**config.mk**
```make
export PLATFORM = sky130hd
export DESIGN_NAME = pwr_guard
export DESIGN_NICKNAME = d
export VERILOG_FILES = /design/src/rtl/pwr_guard.sv
export SDC_FILE = /design/constraint.sdc
export NUM_CORES = 1
export LEC_CHECK = 0
export ABC_AREA = 1
export BUFFER_PORTS_ARGS = -buffer_cell sky130_fd_sc_hd__buf_4
export CAP_MARGIN = 10
export CORE_ASPECT_RATIO = 0.9
export CORE_MARGIN = 10
export CORE_UTILIZATION = 46
export CTS_BUF_LIST = sky130_fd_sc_hd__clkbuf_8
export CTS_CLUSTER_DIAMETER = 150
export DETAILED_ROUTE_END_ITERATION = 7
export HOLD_SLACK_MARGIN = 0.12
export PLACE_DENSITY = 0.69
export SLEW_MARGIN = 10
export SYNTH_ARGS = -nofsm -noshare
export SYNTH_HDL_FRONTEND = slang
export SYNTH_SLANG_ARGS = --single-unit
```
**constraint.sdc**
```tcl
create_clock -name clk -period 4.1 [get_ports clk]
set_input_delay 0.205 -clock clk [delete_from_list [all_inputs] [get_ports clk]]
set_output_delay 0.205 -clock clk [all_outputs]
set_load 0.02 [all_outputs]
```
**src/rtl/pwr_guard.sv**
```systemverilog
module pwr_guard #(
  parameter int RECOVER_CYCLES = 256,
  parameter int GRACE_CYCLES   = 8,
  parameter int SYNC_STAGES    = 2
) (
  input  logic clk,
  input  logic rst_n,
  input  logic pf_raw,
  input  logic so_raw,
  input  logic host_sel,
  input  logic host_we,
  output logic mem_sel,
  output logic mem_we,
  output logic write_protect,
  output logic out_hiz,
  output logic bat_sel,
  output logic ready
);
  localparam int RW = $clog2(RECOVER_CYCLES + 1);
  localparam int GW = $clog2(GRACE_CYCLES + 1);

  typedef enum logic [1:0] {ST_NORMAL, ST_PROTECT, ST_BATTERY, ST_RECOVER} st_t;

  logic [SYNC_STAGES-1:0] pf_q, so_q;
  logic pf_s, so_s;
  st_t st, nxt;
  logic [RW-1:0] rcnt;
  logic [GW-1:0] gcnt;
  logic grace;
  logic wr_act;

  always_ff @(posedge clk or negedge rst_n)
    if (!rst_n) begin
      pf_q <= '0;
      so_q <= '0;
    end else begin
      pf_q <= {pf_q[SYNC_STAGES-2:0], pf_raw};
      so_q <= {so_q[SYNC_STAGES-2:0], so_raw};
    end

  assign pf_s   = pf_q[SYNC_STAGES-1];
  assign so_s   = so_q[SYNC_STAGES-1];
  assign wr_act = host_sel && host_we;

  always_comb begin
    nxt = st;
    if (so_s) nxt = ST_BATTERY;
    else begin
      case (st)
        ST_NORMAL:  if (pf_s) nxt = ST_PROTECT;
        ST_PROTECT: if (!pf_s) nxt = ST_RECOVER;
        ST_BATTERY: nxt = pf_s ? ST_PROTECT : ST_RECOVER;
        ST_RECOVER: begin
          if (pf_s) nxt = ST_PROTECT;
          else if (rcnt == RW'(RECOVER_CYCLES - 1)) nxt = ST_NORMAL;
        end
        default:    nxt = ST_PROTECT;
      endcase
    end
  end

  always_ff @(posedge clk or negedge rst_n)
    if (!rst_n) begin
      st   <= ST_RECOVER;
      rcnt <= '0;
    end else begin
      st   <= nxt;
      rcnt <= (st == ST_RECOVER && nxt == ST_RECOVER) ? rcnt + 1'b1 : '0;
    end

  always_ff @(posedge clk or negedge rst_n)
    if (!rst_n) begin
      grace <= 1'b0;
      gcnt  <= '0;
    end else if (st == ST_NORMAL && nxt == ST_PROTECT && wr_act) begin
      grace <= 1'b1;
      gcnt  <= '0;
    end else if (grace && (!wr_act || so_s || gcnt == GW'(GRACE_CYCLES - 1))) begin
      grace <= 1'b0;
    end else if (grace) begin
      gcnt  <= gcnt + 1'b1;
    end

  assign ready         = (st == ST_NORMAL);
  assign write_protect = !ready;
  assign out_hiz       = !ready || host_we;
  assign bat_sel       = (st == ST_BATTERY);
  assign mem_sel       = host_sel && (ready || (grace && host_we));
  assign mem_we        = wr_act && (ready || grace);
endmodule

```
**Yosys cells after proc, flatten, opt, wreduce, memory -nomap -nowiden**

Cells that the tools add are included.

- Bits in registers: 20
- Input bits: 6
- Output and inout port bits: 6

- $add $sub $neg: 2
- Equality and inequality tests: 8
- Mux-type cells: 13
- Reductions and logical operators: 19

Operators by type and width:

| cell | count |
|---|---|
| $mux 2 | 6 |
| $mux 4 | 3 |
| $add 9x1->9 const B | 1 |
| $eq 9x8->1 const B | 1 |
| $mux 9 | 1 |
| $logic_and 1x1->1 | 8 |
| $pmux 2 s4 | 1 |
| $eq 2x2->1 const B | 3 |
| $logic_or 1x1->1 | 5 |
| $add 4x1->4 const B | 1 |
| $eq 2x1->1 const B | 2 |
| $eq 4x3->1 const B | 1 |
| $reduce_bool 2->1 | 2 |
| $logic_not 1->1 | 2 |
| $logic_not 2->1 | 1 |
| $mux 1 | 2 |
| $ne 2x2->1 const B | 1 |
| $reduce_and 2->1 | 1 |

**Depth between registers and ports, before layout**

- Depth after elaboration: 10
- Gate-level depth with buffers: 9
- Depth with buffers taken out: 9

**Least setup slack after synthesis**

OpenSTA, ideal clock, no wires.

- Path type: flip-flop to flip-flop
- Start: register rcnt[0]
- End: register rcnt[3]
- Setup time: 121 ps
- Arrival: 1299 ps
- Required time: 3979 ps
- Path slack: 2681 ps
- Stages on the path, launching flop included: 10
- Cell sequence: dfrtp_1 ha_1 nand2_1 nor2_2 nand4_1 nor2_1 ha_1 nand2_1 nand4_4 nor2_1

- Word-level cells in the longest chain between the ends: 8
- Elaborated cells on any way between the ends: 9

Ends and longest elaborated chain:

| element | RTL line | RTL |
|---|---|---|
| from (decl) | 27 | `logic [RW-1:0] rcnt;` |
| from (signal assigned) | 68 | `rcnt <= (st == ST_RECOVER && nxt == ST_RECOVER) ? rcnt + 1'b1 : '0;` |
| $eq 9x8->1 | 55 | `else if (rcnt == RW'(RECOVER_CYCLES - 1)) nxt = ST_NORMAL;` |
| $mux 2 | 55 |  |
| $mux 2 | 54 | `if (pf_s) nxt = ST_PROTECT;` |
| $pmux 2 s4 | 49 | `case (st)` |
| $mux 2 | 47 | `if (so_s) nxt = ST_BATTERY;` |
| $eq 2x2->1 | 68 |  |
| $logic_and 1x1->1 | 68 |  |
| $mux 9 * | 68 |  |

Mark *: on every way between the ends. The rest lies on a longest branch, timed or not.
A chain may end at the register's enable or synchronous reset.

**Worst setup path in the final report**

- Start: register rcnt[0]
- End: register rcnt[5]

Same word-level chain as after synthesis.

==> impl_metrics.ini <==
[sta]
fin_crit_sh = 0.381
hold_viol = 0
setup_viol_count_final = 0
finalSetupTns_ns = 0
fin_skew_ns = 0.00209
fmax_mhz = 641
grt_setup_unrepaired = false
finalCriticalPeriod_ns = 1.56
slew_headroom = 0.826
tightestPinTransition_ns = 0.260
report.final.slew_viol_count = 0

[clock_tree]
post-cts-setup-buffers = 0
cts_max_level = 1
numCtsBuffers = 3
cts.clk_slew.worst_paths_ns = 0.08
cts_tree = yes
cts_hold_buf = 3
ctsResizeCount = 0
clk_path_buf_depth = 2
cts-root-buf = clkbuf_8
clk_latency_ns = 0.26
clkSinkCount = 20

[synthesis]
syn_area_um2 = 983
ys_ff_latch = 20
ys_seq_area_frac = 0.511
synth_fp_nets = 120
synthCells = 111
syn_avg_cell_area_um2 = 8.86
yosysWarnings = 0
ys_types = 20

[floorplanning]
die_w_um = 68.7
die_y_um = 63.9
ioPinCount = 12
initial_utilization = 0.499
rows = 15
die_area_um2 = 4390
core_um2 = 1970

[layout]
fillers = 180
mostFrequentLayoutCells = nand2_1 (21), dfrtp_1 (18), inv_1 (17)
multi_input_area_um2 = 413
antenna_cells = 0
stdcell_count = 154
layout-drive-gt1-share = 0.202
fin_nets = 139
post-route-cell-area_um2 = 1200
register_area_um2 = 503
area_growth_pct = 21.9
layout_commonest_cell = nand2_1

[place]
placed_cell_area_um2 = 1100
place_hpwl_um = 1270
dp.cells = 147
place_congestion = 0.817
port_buffers = 11

[critical_path]
worst_r2r_path_depth = 9
worstPathMaxFanout = 9
path_cells = ha_1, nand2_1, nor2_2, nand4_1, nor2_1, ha_1, nand2_1, nand4_4, nor2_1
worst-setup-path-type = flip-flop to flip-flop
worstPathRequired_ns = 4.25
critPathLaunchType = flip-flop
critPathArrivalTime_ns = 1.71
cp_slowest_cell = dfrtp_1
worst_setup_path_end_kind = flip-flop
crit_path_max_incr_delay_ns = 0.37

[routing]
drc = 0
drt-wirelength-per-cell_um = 11.0
drt_iter0_markers = 39
vias = 732
firstDrtPassIters = 4
detail-route-antenna-nets = 0
via_per_inst = 4.75
wirelength_um = 1700

[hold_path]
hold_path.class = flip-flop to flip-flop
min_path_cells = 0

[run_status]
status = completed

[global_route]
track_usage = 0.0907
grt_pass1_wl_um = 3020
antenna_found_initial = 0
grt_max_degree = 21
grt_pass1_vias = 687
gr-total-overflow = 0

[pwr]
power.density_nw_per_um2 = 362
p_leak_nw = 0.606
vdd_ir_drop_max_mv = 0.221

[flow_run]
maxCapViolCount = 0
[where the power goes]
part | leakage, nW | switching [mW] | internal [mW] | total (mW)
combinational | 0.307 | 0.0178 | 0.0131 | 0.0310
clock | 0.0357 | 0.0656 | 0.130 | 0.196
sequential | 0.263 | 0.00431 | 0.203 | 0.207
total | 0.606 | 0.0878 | 0.346 | 0.434
[logic make-up (layout without fill, tap and decap cells)]
family          after synthesis  in the layout  share of synthesized area
simple gates                 62             62                      0.326
compound gates                4              4                     0.0204
fa+ha+maj                     3              3                     0.0382
flops                        20             20                      0.511
buf+inv                      18             36                     0.0687
xor+xnor                      4              4                     0.0356
[stage by stage]
stage | hold WS, ns | power, mW | utilization | setup WS, ns
after detailed placement | 0.0965 | 0.241 | 0.557 | 2.54
final | 0.355 | 0.434 | 0.608 | 2.54
after CTS | 0.357 | 0.438 | 0.608 | 2.53
after global placement | 0.0940 | 0.240 | 0.557 | 2.59
after floorplan | -0.0906 | 0.225 | - | 2.68
after global routing | 0.360 | 0.455 | 0.608 | 2.33
[layer usage]
layer	vias up	global-route usage	routed length, um
li1	391	-	-
met1	330	0.115	851
met2	9	0.124	743
met3	2	0.0383	76
met4	0	0.0517	28
met5	-	0	0
[worst max-delay path, delay by kind of cell (launching register included)]
kind	cells	cell delay, ns
adders and majority gates	2	0.33
and+or+nand+nor	7	0.74
DFF	1	0.37
[worst paths after layout]
check / end / start / slack, ns
worst min register to register: so_q[1] / so_q[0] / 0.35
worst min-delay path: so_q[1] / so_q[0] / 0.35
worst max-delay path: rcnt[5] / rcnt[0] / 2.54
worst max register to register: rcnt[5] / rcnt[0] / 2.54
max in group asynchronous: st[1] / rst_n / 3.48
min in group asynchronous: rcnt[0] / rst_n / 0.36
[cell usage after synthesis (all sizes together)]
cell	instances	area, um^2
nand2	22	85.1
dfrtp	18	450
inv	18	67.6
nor2	18	92.6
nand3	13	65.1
nand4	6	52.6
ha	3	37.5
a21oi	2	10.0
dfstp	2	52.6
nand3b	2	18.8
o21ai	2	10.0
xnor2	2	17.5
xor2	2	17.5
or2	1	6.26
[sequential cells by signal (all words and copies together), names as in the netlist]
signal  flops
rcnt        9
st          2
pf_q        2
grace       1
gcnt        4
so_q        2
[area by class of cell]
class / count / share of cell area
sequential: 20 / 0.420
multi-input combinational: 73 / 0.344
timing repair buffer: 14 / 0.0939
inverter: 18 / 0.0564
clock buffer: 3 / 0.0344
tap: 25 / 0.0261
clock inverter: 1 / 0.0251
No activity file was read; power rests on OpenSTA's default activity.
